===== src/rtl/vram_share_pkg.sv =====
package vram_share_pkg;

    // Values driven toward the RAM in one cycle
    typedef struct packed {
        logic [9:0] addr;
        logic       we_n;
        logic       rd_n;
        logic       snatched;
    } ram_side_t;

    typedef enum logic {
        OWNER_CPU  = 1'b0,
        OWNER_SCAN = 1'b1
    } owner_e;

endpackage


===== src/rtl/vram_addr_mux.sv =====
module vram_addr_mux #(
    parameter int CPU_AW = 16,
    parameter int ROW_W  = 4,
    parameter int COL_W  = 6
) (
    input  vram_share_pkg::owner_e     owner,
    input  logic [CPU_AW-1:0]          cpu_addr,
    input  logic [ROW_W-1:0]           scan_row,
    input  logic [COL_W-1:0]           scan_col,
    output logic [ROW_W+COL_W-1:0]     addr_d
);
    localparam int RAM_AW = ROW_W + COL_W;

    logic [RAM_AW-1:0] cpu_part;
    logic [RAM_AW-1:0] scan_part;

    // Only the low RAM_AW CPU bits reach the RAM
    generate
        if (CPU_AW >= RAM_AW) begin : g_trim
            assign cpu_part = cpu_addr[RAM_AW-1:0];
        end else begin : g_pad
            assign cpu_part = {{(RAM_AW-CPU_AW){1'b0}}, cpu_addr};
        end
    endgenerate

    assign scan_part = {scan_row, scan_col};

    always_comb begin
        if (owner == vram_share_pkg::OWNER_CPU)
            addr_d = cpu_part;
        else
            addr_d = scan_part;
    end
endmodule


===== src/rtl/vram_strobe_gate.sv =====
module vram_strobe_gate (
    input  vram_share_pkg::owner_e owner,
    input  logic                   cpu_wr_n,
    input  logic                   cpu_rd_n,
    output logic                   we_n_d,
    output logic                   rd_n_d,
    output logic                   snatched_d
);
    always_comb begin
        // Display side never writes and never drives the CPU bus
        we_n_d     = 1'b1;
        rd_n_d     = 1'b1;
        snatched_d = 1'b0;
        if (owner == vram_share_pkg::OWNER_CPU) begin
            we_n_d     = cpu_wr_n;
            rd_n_d     = cpu_rd_n;
            snatched_d = 1'b1;
        end
    end
endmodule


===== src/rtl/vram_share_arb.sv =====
module vram_share_arb #(
    parameter int CPU_AW = 16,
    parameter int ROW_W  = 4,
    parameter int COL_W  = 6
) (
    input  logic                   vid_sel_n,
    input  logic [CPU_AW-1:0]      cpu_addr,
    input  logic                   cpu_wr_n,
    input  logic                   cpu_rd_n,
    input  logic [ROW_W-1:0]       scan_row,
    input  logic [COL_W-1:0]       scan_col,
    output logic [ROW_W+COL_W-1:0] vram_addr,
    output logic                   vram_we_n,
    output logic                   vram_rd_n,
    output logic                   scan_snatched
);
    import vram_share_pkg::*;

    localparam int RAM_AW = ROW_W + COL_W;

    owner_e            owner_d;
    logic [RAM_AW-1:0] addr_d;
    logic              we_n_d;
    logic              rd_n_d;
    logic              snatched_d;
    ram_side_t         out_d;

    // The select itself names the owner: low means CPU
    assign owner_d = owner_e'(vid_sel_n);

    vram_addr_mux #(
        .CPU_AW (CPU_AW),
        .ROW_W  (ROW_W),
        .COL_W  (COL_W)
    ) u_addr_mux (
        .owner    (owner_d),
        .cpu_addr (cpu_addr),
        .scan_row (scan_row),
        .scan_col (scan_col),
        .addr_d   (addr_d)
    );

    vram_strobe_gate u_strobe_gate (
        .owner      (owner_d),
        .cpu_wr_n   (cpu_wr_n),
        .cpu_rd_n   (cpu_rd_n),
        .we_n_d     (we_n_d),
        .rd_n_d     (rd_n_d),
        .snatched_d (snatched_d)
    );

    // Output bundle; no register stage, outputs follow inputs in-cycle
    always_comb begin
        out_d          = '0;
        out_d.addr     = addr_d;
        out_d.we_n     = we_n_d;
        out_d.rd_n     = rd_n_d;
        out_d.snatched = snatched_d;
    end

    assign vram_addr     = out_d.addr;
    assign vram_we_n     = out_d.we_n;
    assign vram_rd_n     = out_d.rd_n;
    assign scan_snatched = out_d.snatched;
endmodule


===== config.mk =====
export PLATFORM = sky130hd
export DESIGN_NAME = vram_share_arb
export DESIGN_NICKNAME = d
export VERILOG_FILES = /design/src/rtl/vram_share_pkg.sv /design/src/rtl/vram_addr_mux.sv /design/src/rtl/vram_strobe_gate.sv /design/src/rtl/vram_share_arb.sv
export SDC_FILE = /design/constraint.sdc
export NUM_CORES = 1
export LEC_CHECK = 0
export ABC_AREA = 1
export CORE_AREA = 4 4 41 43
export DETAILED_ROUTE_END_ITERATION = 12
export DIE_AREA = 0 0 45 47
export DONT_BUFFER_PORTS = 1
export RECOVER_POWER = 25
export SYNTH_ARGS = -nofsm -noshare
export SYNTH_HDL_FRONTEND = slang
export SYNTH_SLANG_ARGS = --single-unit

===== constraint.sdc =====
create_clock -name vclk -period 0.8
set_input_delay 0.12 -clock vclk [all_inputs]
set_output_delay 0.12 -clock vclk [all_outputs]
set_load 0.1 [all_outputs]

Yosys cells after proc, flatten, opt, wreduce, memory -nomap -nowiden

Cells that the tools add are included.
Widths: inputs -> output; s select.

Mux-type cells: 4

Operators by type and width:

| operator | count |
|---|---|
| $mux 10  | 1 |
| $mux 1   | 3 |

Bits in registers: 0
Output and inout port bits: 13

Longest topological paths before layout

Gate-level depths: netlist of run 1.

Depth in word-level cells: 1
Gate-level depth with buffers: 4

Modules after synthesis

A second synthesis of run 1 with hierarchy kept.

Cell total of the unflattened synthesis: 37
Area, all modules: 146.4 sq um

Modules (own cells, without submodules):

| module           | instances | cells each | area an instance (sq um) |
|---|---|---|---|
| vram_addr_mux    | 1         | 32         | 127.6 |
| vram_strobe_gate | 1         | 5          | 18.8 |

Least setup slack after synthesis of run 1

No wires, ideal clock.

Path kind: input to output
From: input vid_sel_n
To: output vram_addr[0]
Arrival time: 1.134 ns
Required time: 0.680 ns
Path slack: -0.454 ns
Stages: 4
Path buffers: 1
Cell sequence: inv_2 buf_6 nand2_1 nand2_1

Longest elaborated chain between the ends: 1

Ends and longest elaborated chain:

| item            | line                 | RTL |
|---|---|---|
| start, declared | vram_share_arb.sv:6  | `input logic vid_sel_n,` |
| $mux 10         | vram_addr_mux.sv:29  | `if (owner == vram_share_pkg::OWNER_CPU)` |
| end, declared   | vram_share_arb.sv:12 | `output logic [ROW_W+COL_W-1:0] vram_addr,` |

Every way passes these cells.

Worst setup path after layout of run 1

From: input vid_sel_n
To: output vram_addr[2]

Same word-level chain as after synthesis.

==> results of run 1 <==
placed cells by master, fill, tap and decap left out, drive strengths merged:
cell    n
inv     1
buf     7
nand2  30
or2     2
final cells by class:
type                       count  area, µm²
fill                         153      919.6
timing repair buffer           7      77.57
inverter                       1      3.754
tap                           15      18.77
multi-input combinational     32      281.5
how the worst max path moves through the flow:
stage / start / endpoint / slack (ns) / cells past startpoint
2_1_floorplan: vid_sel_n / vram_addr[0] / -0.05 / 4
3_3_place_gp: vid_sel_n / vram_addr[4] / 0.08 / 4
3_5_place_dp: vid_sel_n / vram_rd_n / 0.07 / 2
4_1_cts: vid_sel_n / vram_rd_n / 0.07 / 2
5_1_grt: vid_sel_n / vram_addr[4] / 0.03 / 4
6_report: vid_sel_n / vram_addr[2] / 0.07 / 4
logic make-up (layout without fill, tap and decap cells):
group / Yosys count / after routing
and+or+nand+nor: 32 / 32
buffers and inverters: 3 / 8
metrics by stage:
step	instance area, µm²	utilization (%)	instances
CTS	390.4	30.00	55
floorplan	321.6	-	35
finish	381.6	29.33	55
global route	381.6	29.33	55
detailed placement	390.4	30.00	55
global placement	390.4	30.00	55
per-layer routing:
metal  wire, µm  track usage, %
met1        185           6.292
met2        411           13.84
met3         75           1.149
met4          0               0
met5          0               0
report_power, final:
group          internal, mW  switching, mW
Combinational         0.105          0.451
Clock                     0              0
Sequential                0              0
==> reports/results.tsv, run 1 <==
metric	value	unit
post-layout-total-power	0.5562	mW
hold_violations	0	
worst_hold_path.num_cells	2	
pre_cts_slack	0.06783	ns
hp-class	in -> out	
final.setup.worst_slack	0.06740	ns
first_global_vias	234	
cts_hold_buf	0	
p_leak	0.1665	nW
parity_gate_share_of_the_synthesized_area_counting_xor_and_xnor_cells	0	%
setup_viol	0	
routed-via-count	235	
timing.final.crit_period	0.7326	ns
ctsResizeCount	0	
worst_ir_drop_vdd	0.0004565	V
fin_crit_sh	91.58	%
complex_gate_fraction_of_the_synthesized_area	0	%
gp_routability_congestion	0.5679	
whs	0.4760	ns
yosysTopAreaCellShare	76.27	%
synth_top_family_by_area	simple AND/OR/NAND/NOR gates	
diodes	0	
synthSimpleGateAreaFrac	84.75	%
grt_antenna_before_repair	0	
synth_mux_area_share	0	%
ioPinCount	42	
synth_adder_area_share	0	%
setup.worst_path.class	in -> out	
cpLargestDelayFamily	simple AND/OR/NAND/NOR gates	
synthesis.area_per_instance	4.218	µm²
avgRoutedWirePerCell	12.22	µm
detail_route.first_pass.iterations	2	
grt_start_max_net_pins	14	
initial_core_util	11.35	%
drive_gt1_share	70.00	%
final_nets	71	
maxCapViolations	0	
post_cts.repair.setup_buffers	0	
avgViaCountPerCell	4.273	
ant_nets	0	
globalRoute.totalOverflow	0	
most_area_consuming_cells_after_synthesis	sky130_fd_sc_hd__nand2_1 (76%), sky130_fd_sc_hd__or2_1 (8.5%), sky130_fd_sc_hd__buf_6 (7.6%), sky130_fd_sc_hd__buf_4 (5.1%), sky130_fd_sc_hd__inv_2 (2.5%)	
max_slew_margin	80.15	%
rows	13	
cpPeakStageDelay	0.24	ns
drt-initial-drc-count	1	
syn_inst	35	
worstSetupStartpointType	input pin	
flow.area_growth_from_synthesis	158.5	%
die-area	2115	µm²
port_buffers	0	
routed_wl	672	µm
required	0.68	ns
clock.fmax	1.365	GHz
synth.distinct_cells	5	
timing_worst_slew_pin_value	0.2975	ns
final.clkbuf_count	0	
final-seq-area	0	µm²
dieWidth	45	µm
synth-seq-area-share	0	%
p_per_area	1457	nW/µm²
area_of_the_mapped_netlist	147.6	µm²
worstHoldEndpoint	vram_addr[9]	
outcome	finished clean	
fin_tns_setup	0	ns
synthTopCellsByCount	sky130_fd_sc_hd__nand2_1 (30), sky130_fd_sc_hd__or2_1 (2), sky130_fd_sc_hd__buf_4 (1), sky130_fd_sc_hd__buf_6 (1), sky130_fd_sc_hd__inv_2 (1)	
die_h	47	µm
global_route.usage.total	6.294	%
holdCritStartpoint	cpu_addr[9]	
path_cells	inv_2 > buf_4 > nand2_2 > nand2_4	
grt_setup_unrepaired	no	
synth_nets	64	
drc	0	
endpoint_kind	output pin	
final_max_slew_viol_count	0	
global_route_wire_length_before_repair	1028	µm
crit_path_max_fanout	13	
arrival	0.61	ns
synth_largest_area_cell	sky130_fd_sc_hd__nand2_1	
placeableCoreArea	1301	µm²
yosysWarningCount	0	
critPathSlowestCell	sky130_fd_sc_hd__nand2_4	
post-synth-top-count-cell	sky130_fd_sc_hd__nand2_1	
crit_buf_inv	2	
design.seq.count	0	
Note: power is estimated with default switching activity, not from simulation.
==> run 2, diff against run 1 <==
SETUP_SLACK_MARGIN = 0.5   (was default)
SYNTH_HIERARCHICAL = 1   (was default)
==> reports/results.tsv, run 2 <==
metric	value	unit
clock.fmax	1.732	GHz
port_buffers	0	
crit_buf_inv	1	
synth_largest_area_cell	sky130_fd_sc_hd__nand2_1	
grt_antenna_before_repair	0	
synth-seq-area-share	0	%
drive_gt1_share	100.0	%
flow.area_growth_from_synthesis	308.5	%
setup.worst_path.class	in -> out	
most_area_consuming_cells_after_synthesis	sky130_fd_sc_hd__nand2_1 (82%), sky130_fd_sc_hd__buf_6 (7.7%), sky130_fd_sc_hd__inv_1 (5.1%), sky130_fd_sc_hd__inv_2 (5.1%)	
final_nets	68	
die_h	47	µm
ioPinCount	42	
final.setup.worst_slack	0.2227	ns
routed_wl	774	µm
drt-initial-drc-count	0	
cts_hold_buf	0	
final-seq-area	0	µm²
initial_core_util	11.25	%
arrival	0.46	ns
drc	0	
max_slew_margin	80.12	%
die-area	2115	µm²
area_of_the_mapped_netlist	146.4	µm²
routed-via-count	233	
diodes	0	
fin_tns_setup	0	ns
grt_start_max_net_pins	14	
cpPeakStageDelay	0.23	ns
synthTopCellsByCount	sky130_fd_sc_hd__nand2_1 (32), sky130_fd_sc_hd__inv_1 (2), sky130_fd_sc_hd__inv_2 (2)	
critPathSlowestCell	sky130_fd_sc_hd__nand2_4	
avgViaCountPerCell	4.481	
hold_violations	0	
globalRoute.totalOverflow	0	
gp_routability_congestion	0.5488	
dieWidth	45	µm
timing_worst_slew_pin_value	0.2979	ns
setup_viol	0	
critical-path-top-cell-by-count	sky130_fd_sc_hd__nand2_4	
post-synth-top-count-cell	sky130_fd_sc_hd__nand2_1	
global_route_wire_length_before_repair	1242	µm
commonest_non_fill_non_tap_cell_in_the_layout	sky130_fd_sc_hd__nand2_4	
path_cells	clkinv_16 > nand2_4 > nand2_4	
required	0.68	ns
global_route.usage.total	7.553	%
fin_util	45.96	%
fin_area	598.1	µm²
cpLargestDelayFamily	simple AND/OR/NAND/NOR gates	
placeableCoreArea	1301	µm²
hp-class	in -> out	
avgRoutedWirePerCell	14.88	µm
design.seq.count	0	
yosysWarningCount	6	
post_cts.repair.setup_buffers	0	
rows	13	
most-common-layout-cells	sky130_fd_sc_hd__nand2_4 (19), sky130_fd_sc_hd__nand2_8 (13), sky130_fd_sc_hd__clkinv_16 (3)	
final.clkbuf_count	0	
synthesis.area_per_instance	3.956	µm²
syn_inst	37	
worstSetupStartpointType	input pin	
yosysTopAreaCellShare	82.05	%
p_leak	0.2473	nW
fin_crit_sh	72.16	%
grt_setup_unrepaired	yes	
p_per_area	1025	nW/µm²
pre_cts_slack	0.1553	ns
first_global_vias	274	
ant_nets	0	
detail_route.first_pass.iterations	1	
dpl.hpwl	655.1	µm
outcome	finished clean	
maxCapViolations	0	
synth.distinct_cells	4	
crit_path_max_fanout	13	
synth_nets	66	
endpoint_kind	output pin	
cell_area_placed	479.2	µm²
timing.final.crit_period	0.5773	ns
worst_ir_drop_vdd	0.0004114	V
final_max_slew_viol_count	0	
final.fill_count	118	
## run 2: repair_timing
item,in CTS,in global routing
gates resized for setup,16,6
cloned,1,0
pin swaps,11,3
setup endpoints to repair,13,13
## run 2: path summary, 6_finish.rpt
path	from	endpoint	depth (start not counted)
max	vid_sel_n	vram_addr[6]	3
min	vid_sel_n	scan_snatched	1
## run 2: routing by layer
layer | wire (µm) | global-route usage, %
met5 | 0 | 0
met3 | 104 | 1.149
met2 | 451 | 13.56
met1 | 218 | 10.11
met4 | 0 | 0
## run 2: cell type report
class                           instances  area (µm²)  area share [%]
Inverter                                4       75.07           12.55
Timing Repair inverter                  1       30.03           5.021
Multi-Input combinational cell         32       474.2           79.29
Tap cell                               15       18.77           3.138
## run 2: per-stage QoR
step / hold WS [ns] / std cells / total power, mW
6_report: 0.3255 / 52 / 0.6128
5_1_grt: 0.3289 / 52 / 0.6317
4_1_cts: 0.2957 / 52 / 0.6175
3_3_place_gp: 0.2941 / 51 / 0.5846
2_1_floorplan: 0.2885 / 37 / 0.6033
3_5_place_dp: 0.2942 / 51 / 0.5880
## run 2: logic make-up after synthesis
group         count (synthesis)  synth area share (%)
simple gates                 32                 82.05
buf+inv                       5                 17.95
## run 2: power breakdown
part / leakage [nW] / switching (mW) / internal (mW)
Clock: 0 / 0 / 0
Combinational: 0.247 / 0.479 / 0.134
Sequential: 0 / 0 / 0
Total: 0.247 / 0.479 / 0.134
